--- config.mk ---
export PLATFORM = sky130hd
export DESIGN_NAME = tpq_queue
export DESIGN_NICKNAME = d
export VERILOG_FILES = /design/src/rtl/tpq_pkg.sv /design/src/rtl/tpq_ctrl.sv /design/src/rtl/tpq_data.sv /design/src/rtl/tpq_queue.sv
export SDC_FILE = /design/constraint.sdc
export NUM_CORES = 1
export LEC_CHECK = 0
export BUFFER_PORTS_ARGS = -buffer_cell sky130_fd_sc_hd__buf_2
export CORE_ASPECT_RATIO = 0.5
export CORE_MARGIN = 1.5
export CORE_UTILIZATION = 28
export DETAILED_ROUTE_END_ITERATION = 16
export HOLD_SLACK_MARGIN = 0.05
export PLACE_DENSITY = 0.4
export SYNTH_ARGS = -nofsm -noshare
export SYNTH_HDL_FRONTEND = slang
export SYNTH_HIERARCHICAL = 1
export SYNTH_SLANG_ARGS = --single-unit
--- constraint.sdc ---
create_clock -name clk -period 3.8 [get_ports clk]
set_clock_uncertainty 0.1 [all_clocks]
set_input_delay 0.38 -clock clk [delete_from_list [all_inputs] [get_ports clk]]
set_output_delay 0.38 -clock clk [all_outputs]
set_load 0.02 [all_outputs]
--- src/rtl/tpq_pkg.sv ---
package tpq_pkg;

  typedef enum logic [1:0] {
    MODE_MT  = 2'd0,
    MODE_ST0 = 2'd1,
    MODE_ST1 = 2'd2
  } modeT;

  // Strobes from control to storage for one cycle.
  typedef struct packed {
    logic [1:0] wrEn;
    logic       rdEn;
    logic       rdThread;
  } strobeT;

  // Encoding 3 falls back to dual-thread operation.
  function automatic modeT normMode(input logic [1:0] m);
    case (m)
      2'd1:    return MODE_ST0;
      2'd2:    return MODE_ST1;
      default: return MODE_MT;
    endcase
  endfunction

endpackage

--- src/rtl/tpq_ctrl.sv ---
module tpq_ctrl
  import tpq_pkg::*;
#(
  parameter int unsigned DEPTH = 8,
  localparam int unsigned AW = $clog2(DEPTH),
  localparam int unsigned CW = $clog2(DEPTH + 1)
) (
  input  logic                clk,
  input  logic                rstN,
  input  logic [1:0]          modeReq,
  input  logic [1:0]          pushValid,
  input  logic [1:0]          popEn,
  output logic [1:0]          pushReady,
  output logic                popValid,
  output logic                popThread,
  output logic [1:0]          full,
  output logic [1:0]          empty,
  output logic                modeBusy,
  output logic                pushErr,
  output strobeT              strobe,
  output logic [1:0][AW-1:0]  wrAddr,
  output logic [AW-1:0]       rdAddr
);

  localparam int unsigned HALF = DEPTH / 2;

  modeT            curMode;
  modeT            reqMode;
  logic [CW-1:0]   cnt     [2];
  logic [CW-1:0]   limit   [2];
  logic [AW-1:0]   head    [2];
  logic [AW-1:0]   tail    [2];
  logic [AW-1:0]   lowPtr  [2];
  logic [AW-1:0]   highPtr [2];
  logic [AW-1:0]   newLow  [2];
  logic [1:0]      isActive;
  logic [1:0]      doPush;
  logic [1:0]      doPop;
  logic [1:0]      elig;
  logic            grantT;
  logic            lastGrant;
  logic            applyMode;

  function automatic logic [AW-1:0] stepPtr(input logic [AW-1:0] p,
                                            input logic [AW-1:0] lo,
                                            input logic [AW-1:0] hi);
    return (p == hi) ? lo : p + AW'(1);
  endfunction

  assign reqMode  = normMode(modeReq);
  assign modeBusy = (reqMode != curMode);

  always_comb begin
    for (int t = 0; t < 2; t++) begin
      isActive[t] = (curMode == MODE_MT) ||
                    (curMode == MODE_ST0 && t == 0) ||
                    (curMode == MODE_ST1 && t == 1);
      if (curMode == MODE_MT) begin
        limit[t]   = CW'(HALF);
        lowPtr[t]  = AW'(t * HALF);
        highPtr[t] = AW'(t * HALF + HALF - 1);
      end else begin
        limit[t]   = isActive[t] ? CW'(DEPTH) : '0;
        lowPtr[t]  = '0;
        highPtr[t] = AW'(DEPTH - 1);
      end
      newLow[t]    = (reqMode == MODE_MT) ? AW'(t * HALF) : '0;
      full[t]      = (cnt[t] == limit[t]);
      empty[t]     = (cnt[t] == '0);
      pushReady[t] = isActive[t] && !full[t] && !modeBusy;
      doPush[t]    = pushValid[t] && pushReady[t];
      elig[t]      = popEn[t] && !empty[t];
    end
  end

  // Rotate when both threads can be served, otherwise serve the one that can.
  assign grantT    = (elig == 2'b11) ? ~lastGrant : elig[1];
  assign popValid  = |elig;
  assign popThread = grantT;
  assign doPop[0]  = popValid && !grantT;
  assign doPop[1]  = popValid && grantT;
  assign applyMode = modeBusy && (cnt[0] == '0) && (cnt[1] == '0);

  assign strobe.wrEn     = doPush;
  assign strobe.rdEn     = popValid;
  assign strobe.rdThread = grantT;
  assign wrAddr[0]       = tail[0];
  assign wrAddr[1]       = tail[1];
  assign rdAddr          = head[grantT];

  always_ff @(posedge clk or negedge rstN) begin
    if (!rstN) begin
      curMode   <= MODE_MT;
      lastGrant <= 1'b1;
      pushErr   <= 1'b0;
      for (int t = 0; t < 2; t++) begin
        cnt[t]  <= '0;
        head[t] <= AW'(t * HALF);
        tail[t] <= AW'(t * HALF);
      end
    end else begin
      pushErr <= (curMode == MODE_ST0 && pushValid[1]) ||
                 (curMode == MODE_ST1 && pushValid[0]);
      if (popValid) lastGrant <= grantT;
      if (applyMode) begin
        curMode <= reqMode;
        for (int t = 0; t < 2; t++) begin
          head[t] <= newLow[t];
          tail[t] <= newLow[t];
        end
      end else begin
        for (int t = 0; t < 2; t++) begin
          if (doPush[t]) tail[t] <= stepPtr(tail[t], lowPtr[t], highPtr[t]);
          if (doPop[t])  head[t] <= stepPtr(head[t], lowPtr[t], highPtr[t]);
          cnt[t] <= cnt[t] + CW'(doPush[t]) - CW'(doPop[t]);
        end
      end
    end
  end

  // Occupancy never passes the limit of the mode in force.
  for (genvar t = 0; t < 2; t++) begin : g_chk
    p_no_overflow_r2: assert property (@(posedge clk) disable iff (!rstN)
      cnt[t] <= limit[t]);
  end

  // two threads eligible on consecutive cycles alternate.
  p_alternate_r6: assert property (@(posedge clk) disable iff (!rstN)
    (elig == 2'b11 && $past(elig == 2'b11)) |-> (popThread != $past(popThread)));

  // the mode in force changes only out of an empty buffer.
  p_mode_change_empty_r8: assert property (@(posedge clk) disable iff (!rstN)
    (curMode != $past(curMode)) |-> $past(cnt[0] == '0 && cnt[1] == '0));

  // the inactive thread never gains entries.
  p_idle_untouched_r9: assert property (@(posedge clk) disable iff (!rstN)
    (curMode == MODE_ST0) |-> (cnt[1] == '0));

endmodule

--- src/rtl/tpq_data.sv ---
module tpq_data
  import tpq_pkg::*;
#(
  parameter int unsigned DEPTH  = 8,
  parameter int unsigned DATA_W = 8,
  localparam int unsigned AW = $clog2(DEPTH)
) (
  input  logic                    clk,
  input  logic                    rstN,
  input  strobeT                  strobe,
  input  logic [1:0][AW-1:0]      wrAddr,
  input  logic [1:0][DATA_W-1:0]  wrData,
  input  logic [AW-1:0]           rdAddr,
  output logic [DATA_W-1:0]       rdData
);

  logic [DATA_W-1:0] mem    [DEPTH];
  logic              tagMem [DEPTH];

  always_ff @(posedge clk) begin
    for (int t = 0; t < 2; t++) begin
      if (strobe.wrEn[t]) begin
        mem[wrAddr[t]]    <= wrData[t];
        tagMem[wrAddr[t]] <= 1'(t);
      end
    end
  end

  assign rdData = mem[rdAddr];

  // the slot read belongs to the thread being served.
  p_tag_match_r5: assert property (@(posedge clk) disable iff (!rstN)
    strobe.rdEn |-> (tagMem[rdAddr] == strobe.rdThread));

  // simultaneous pushes land in distinct slots.
  p_no_addr_clash_r3: assert property (@(posedge clk) disable iff (!rstN)
    (&strobe.wrEn) |-> (wrAddr[0] != wrAddr[1]));

endmodule

--- src/rtl/tpq_queue.sv ---
module tpq_queue
  import tpq_pkg::*;
#(
  parameter int unsigned DEPTH  = 8,
  parameter int unsigned DATA_W = 8
) (
  input  logic              clk,
  input  logic              rstN,
  input  logic [1:0]        modeReq,
  input  logic [1:0]        pushValid,
  input  logic [DATA_W-1:0] pushData0,
  input  logic [DATA_W-1:0] pushData1,
  output logic [1:0]        pushReady,
  input  logic [1:0]        popEn,
  output logic              popValid,
  output logic              popThread,
  output logic [DATA_W-1:0] popData,
  output logic [1:0]        full,
  output logic [1:0]        empty,
  output logic              modeBusy,
  output logic              pushErr
);

  localparam int unsigned AW = $clog2(DEPTH);

  strobeT                 strobe;
  logic [1:0][AW-1:0]     wrAddr;
  logic [AW-1:0]          rdAddr;
  logic [1:0][DATA_W-1:0] wrData;

  assign wrData[0] = pushData0;
  assign wrData[1] = pushData1;

  tpq_ctrl #(.DEPTH(DEPTH)) u_ctrl (
    .clk       (clk),
    .rstN      (rstN),
    .modeReq   (modeReq),
    .pushValid (pushValid),
    .popEn     (popEn),
    .pushReady (pushReady),
    .popValid  (popValid),
    .popThread (popThread),
    .full      (full),
    .empty     (empty),
    .modeBusy  (modeBusy),
    .pushErr   (pushErr),
    .strobe    (strobe),
    .wrAddr    (wrAddr),
    .rdAddr    (rdAddr)
  );

  tpq_data #(.DEPTH(DEPTH), .DATA_W(DATA_W)) u_data (
    .clk    (clk),
    .rstN   (rstN),
    .strobe (strobe),
    .wrAddr (wrAddr),
    .wrData (wrData),
    .rdAddr (rdAddr),
    .rdData (popData)
  );

endmodule

Yosys cells after proc, flatten, opt, wreduce, memory -nomap -nowiden
Memories as Yosys holds them, arrays and structs flattened. Index checks and enable logic that the tools add are counted.

Bits in registers: 24. Output and inout port bits: 18. Bits in latches: 0. Bits of input ports: 24. ROM bits: 0. Logic and storage cells: 91. Memories kept: 1. RAM bits: 64.

Magnitude comparators: 1. Bitwise operators: 2. Eq/ne operators: 12. Divide/modulo/power cells: 0. Shifts and indexed selects: 0. Multiplexer cells: 26. Reductions and logical operators: 32. $mul: 0. Add/sub/neg operators: 8.

Memories: u_data.mem (words 8, width 8, rd ports 1, clocked after Yosys merged registers in 0, wr ports 2, RTL line tpq_data.sv:17) `logic [DATA_W-1:0] mem [DEPTH];`.

Operators by type and width (number): 2-to-1 mux 3 bit (14); 2-to-1 mux 4 bit (4); logical AND 1 bit (14); adder 3 x 1 -> 3 bit (second input constant) (4); 2-to-1 mux 6 bit (2); adder 4 x 1 -> 4 bit (2); == test 4 bit (2); zero test 4 bit (2); nonzero test 2 bit (4); subtractor 4 x 1 -> 4 bit (2); == test 2 bit (second input constant) (3); == test 3 bit (2); == test 3 bit (second input constant) (2); zero test 1 bit (6); 2-to-1 mux 1 bit (5); == test 2 x 1 -> 1 bit (second input constant) (2); zero test 2 bit (2); one-hot mux 2 bit (2 select lines) (1); logical OR 1 bit (3); >= comparator 2 bit (second input constant) (1); inequality test 2 bit (1); inverter 1 -> 2 bit (1); OR reduction 2 bit (1); inverter 1 bit (1).

Depth between registers and ports, before layout
Word-level depth: 11. Depth in mapped cells: 13. Mapped depth without buffers: 13.

Hierarchy
Netlist, hierarchy kept.

By module, submodules not included: tpq_data (area each 3400.8 um^2, sequential area each 1921.8 um^2, times used 1, cells an instance 187); tpq_ctrl (area each 1767.9 um^2, sequential area each 604.3 um^2, times used 1, cells an instance 181).

Worst setup path after synthesis
Ideal clock, no wire load.

Kind: register -> output. From: register u_ctrl/cnt[6] (netlist bit). To: output port popData[1]. Arrival time: 3.044 ns. Data required time: 3.320 ns. Stages on the path, launching flop included: 12. Path buffers: 3. Slack: 0.276 ns. Cells stage by stage: dfrtp_1 -> inv_1 -> ha_1 -> or3b_1 -> buf_2 -> a311oi_4 -> nand2_1 -> o21ai_0 -> buf_6 -> buf_12 -> mux4_1 -> mux2_2.

Cells in the longest elaborated chain, start to end: 10.

RTL lines: start: declaration (RTL line tpq_ctrl.sv:29) `logic [CW-1:0] cnt [2];`; start signal: indexed assignment (RTL line tpq_ctrl.sv:115) `cnt[t] <= cnt[t] + CW'(doPush[t]) - CW'(doPop[t]);`; zero test 4 bit (RTL line tpq_ctrl.sv:69) `empty[t] = (cnt[t] == '0);`; zero test 1 bit (RTL line tpq_ctrl.sv:72) `elig[t] = popEn[t] && !empty[t];`; logical AND 1 bit (RTL line tpq_ctrl.sv:72); == test 2 bit (RTL line tpq_ctrl.sv:77) `assign grantT = (elig == 2'b11) ? ~lastGrant : elig[1];`; 2-to-1 mux 1 bit (RTL line tpq_ctrl.sv:77); net popThread (RTL line tpq_queue.sv:16) `output logic popThread,`; inverter 1 -> 2 bit (implied by the code) (RTL line tpq_ctrl.sv:89) `assign rdAddr = head[grantT];`; 2-to-1 mux 3 bit (implied by the code) (3 in series) (RTL line tpq_ctrl.sv:89); net rdAddr[0] (RTL line tpq_queue.sv:28) `logic [AW-1:0] rdAddr;`; memory read (8 x 8 bit); end: declaration (RTL line tpq_queue.sv:17) `output logic [DATA_W-1:0] popData,`.

The timed path passes the listed nets, and every way through them passes these cells. The select of a mux whose other input is x is not followed.

Final worst setup path
From: register u_ctrl/cnt[2] (netlist bit). To: output port popData[2].

Cells in the longest elaborated chain, start to end: 10.

RTL lines (RTL line): zero test 4 bit * (tpq_ctrl.sv:69); zero test 1 bit * (tpq_ctrl.sv:72); logical AND 1 bit * (tpq_ctrl.sv:72); == test 2 bit (tpq_ctrl.sv:77); 2-to-1 mux 1 bit * (tpq_ctrl.sv:77); inverter 1 -> 2 bit (implied by the code) * (tpq_ctrl.sv:89); 2-to-1 mux 3 bit (implied by the code) * (3 in series) (tpq_ctrl.sv:89); net rdAddr[0] (tpq_queue.sv:28); memory read (8 x 8 bit) *.

The timed path passes the listed nets; every way through them passes the cells marked *. The select of a mux whose other input is x is not followed.

==> results <==
- Dividing the final minimum period by the clock period gives 96.1%.
- For this block, the routed nets add up to 13000 um of wire.
- The tree built by TritonCTS fans out to 88 sinks.
- Summing over every cut layer, the via total after detailed routing is approximately 3300.
- The number of antenna cells inserted is 0.
- The H-tree depth is 3.
- In this run the power density over the cells is 711 mW/mm^2.
- The number of standard cells after synthesis is 366.
- The post-place setup slack is approximately 0.42 ns.
- The per-cell via count in the routed design is 4.99.
- After the first detailed-routing iteration, the DRC count stood at 175.
- The number of antenna violations at the first check in global routing was 0.
- The post-detailed-placement half-perimeter wirelength is roughly 8700 um.
- The path type of the worst min-delay path is input pin to flop.
- The minimum setup slack in the final design is between 0.1 and 0.15 ns.
- The longest clock path from root to sink contains 2 buffers.
- The number of placement rows is 34.
- The register cell area after layout is 0.00253 mm^2.
- The first global-routing pass estimated between 15000 and 20000 um of wire.
- The critical path data required time is roughly 3.3 ns.
- The worst register-to-register path begins at u_ctrl/cnt[6]$_DFFE_PN0N_.
- Across all register-to-register paths, the minimum setup slack is ~0.77 ns.
- Global routing consumed, on the met2 layer, 23.5% of the routing resources.
- The weighted congestion reported at the end of routability-driven placement is 0.755.
- The analysis attributes to cell leakage a power of between 2 and 2.5 nW.
- The time the worst path needs with I/O delays and setup is between 3 and 4 ns.
- Tracing the worst setup path back leads to its startpoint at u_ctrl/cnt[2]$_DFFE_PN0N_.
- The via count of the first global-routing pass was 3517.
- The all-layer global routing usage is 13.9%.
- For this configuration, the core starts out at a cell density of around 29%.
- Clock latency on the worst-skew pair, taken at its later pin, is roughly 0.34 ns.
- The detailed-route DRC error count is 0.
- The total number of yosys warnings is 6.
- The number of max-slew violations in the final report was 0.
- The per-instance average area after synthesis is between 10 and 15 um^2.
- The number of nets in the layout is 470.
- From left edge to right edge, the die measures 195 um.
- The height of the die is 98.9 um.
- The leftover overflow at the end of global routing is 0.
- Global routing consumed, on the met3 layer, 3.05% of the routing resources.
- The number of top-level pins is 42.
- The headroom to the max-slew limit is around three fifths.
- The count of buffers added on input and output ports is 41.
- The area added between synthesis and finish is 18.3%.
- In the final routed layout, each cell accounts on average for 19.6 um.
- Max-cap violations in this run came to 0.
- Setup repair after global routing left no endpoint under its margin.
- The fill cell instance count of the final layout is 1742.
- The post-synthesis net count is just over 400.
- TritonCTS built the clock tree.
- The worst setup path is launched from a flop.
- The final hold violation count came to 0.
- The area of combinational cells with multiple inputs is 0.00246 mm^2.
- Clock-pin slew was measured on the worst setup and hold paths at approximately 0.070 ns.
- The synthesized area is 0.00515 mm^2.
- Summed over all failing endpoints, the final setup total negative slack is 0 ns.
- The tree is rooted in a sky130_fd_sc_hd__clkbuf_16.
- Entering global routing, the biggest net connects 25 pins.
- VDD sags by at most 0.283 mV.
- The core box area is 0.0177 mm^2.
- Once detail routing completed, the nets flagged for antenna violations numbered 0.
- For this run, global-route usage on met1 was measured as 18.0%.
- The worst endpoint data arrival time is ~3.2 ns.
- Static timing analysis puts the maximum clock frequency at 0.274 GHz.
- The hold path startpoint is pushValid[0].
- The global routing's busiest layer is met2.
- The clock buffer count from CTS is 9.
- The flow ran to the end, and the final reports show no timing, DRC or antenna violations.
- Setup violations remaining at the end of the flow were counted as 0.
- At the pin with the least slew margin, the transition time is 0.607 ns.
- In the final layout, the share of cells above drive strength 1 is 42.5%.
- The area of the die is 0.0193 mm^2.
- The type of the worst setup path is flop to output port.
- The capturing element type of the critical path is an output port.
- Of all nets on the critical path, the largest fanout is 8.
- The number of detailed-route iterations in the first pass is 4.
==> worst paths after layout <==
kind / endpoint / cells past startpoint
max: popData[2] / 11
min: u_ctrl/pushErr$_DFF_PN0_ / 3
max reg2reg: u_ctrl/cnt[2]$_DFFE_PN0N_ / 13
min reg2reg: u_ctrl/head[4]$_DFFE_PN0P_ / 2
max in group asynchronous: u_ctrl/head[5]$_DFFE_PN0P_ / 2
min in group asynchronous: u_ctrl/pushErr$_DFF_PN0_ / 2
==> layer usage <==
layer	vias to the layer above	share of wire, %
li1	1540	-
met1	1694	48
met2	75	48
met3	11	2.9
met4	0	1.3
met5	-	0
==> timing repair <==
action / 4_1_cts / 5_1_grt
endpoints found under the setup margin: 0 / 8
resized for setup: 0 / 8
hold endpoints to repair: 21 / 0
hold buffers: 1 / 0
setup buffers: 0 / 3
==> sequential cells by signal (all words and copies together), names as in the netlist <==
signal	count
u_ctrl/cnt	8
u_ctrl/head	6
u_ctrl/curMode	2
u_ctrl/wrAddr	6
u_ctrl/lastGrant	1
u_ctrl/pushErr	1
u_data/mem	64
==> layout by cell type, fill, tap and decap left out, types with 3 or more instances in the layout <==
cell type                   instances
sky130_fd_sc_hd__buf_2             41
sky130_fd_sc_hd__inv_1             21
sky130_fd_sc_hd__xor2_1             4
sky130_fd_sc_hd__or4_1              3
sky130_fd_sc_hd__nor4bb_2           3
sky130_fd_sc_hd__xnor2_1            5
sky130_fd_sc_hd__nand2_1            9
sky130_fd_sc_hd__nand3b_1           6
sky130_fd_sc_hd__a21oi_1           12
sky130_fd_sc_hd__nand4b_1           4
sky130_fd_sc_hd__inv_2              3
sky130_fd_sc_hd__nand2b_1           7
sky130_fd_sc_hd__mux2_2            77
sky130_fd_sc_hd__dfstp_2            3
sky130_fd_sc_hd__o21ai_0           14
sky130_fd_sc_hd__edfxtp_1          64
sky130_fd_sc_hd__nor2_1            11
sky130_fd_sc_hd__mux2i_1            5
sky130_fd_sc_hd__clkbuf_16         10
sky130_fd_sc_hd__buf_4             23
sky130_fd_sc_hd__ha_1              18
sky130_fd_sc_hd__dfrtp_1           21
sky130_fd_sc_hd__mux4_1            15
sky130_fd_sc_hd__nor2b_1            3
==> where the power goes <==
| group | internal, mW | switching, mW |
|---|---|---|
| registers | 1.28 | 0.218 |
| clock network | 0.455 | 0.405 |
| logic | 0.947 | 1.03 |
==> layout make-up <==
cell class | count | share of cell area [%]
sequential | 88 | 41.4
multi-input combinational | 235 | 40.4
timing repair buffer | 67 | 7.10
tap | 234 | 4.80
clock buffer | 10 | 3.76
inverter | 25 | 1.58
clock inverter | 6 | 0.862
==> metrics by stage <==
| stage | hold slack [ns] | utilization, % | instances | instance area (um^2) | power (mW) |
|---|---|---|---|---|---|
| global route | 0.204 | 34.4 | 665 | 6090 | 4.66 |
| CTS | 0.196 | 34.1 | 661 | 6030 | 4.32 |
| global placement | 0.324 | 32.4 | 644 | 5740 | 3.37 |
| floorplan | -0.0156 | - | 366 | 5150 | 2.88 |
| detailed placement | 0.329 | 32.4 | 644 | 5740 | 3.44 |
| finish | 0.206 | 34.4 | 665 | 6090 | 4.34 |
==> critical path, cell delays in order (launching register included) <==
cell                        delay, ns
sky130_fd_sc_hd__dfrtp_1         0.40
sky130_fd_sc_hd__inv_2           0.10
sky130_fd_sc_hd__ha_1            0.14
sky130_fd_sc_hd__or3b_4          0.41
sky130_fd_sc_hd__inv_4           0.12
sky130_fd_sc_hd__a311oi_4        0.07
sky130_fd_sc_hd__buf_4           0.17
sky130_fd_sc_hd__o21ai_4         0.24
sky130_fd_sc_hd__clkbuf_16       0.22
sky130_fd_sc_hd__mux4_1          0.54
sky130_fd_sc_hd__mux2_2          0.27
sky130_fd_sc_hd__buf_2           0.16
Note: power is estimated with default switching activity, not from simulation.
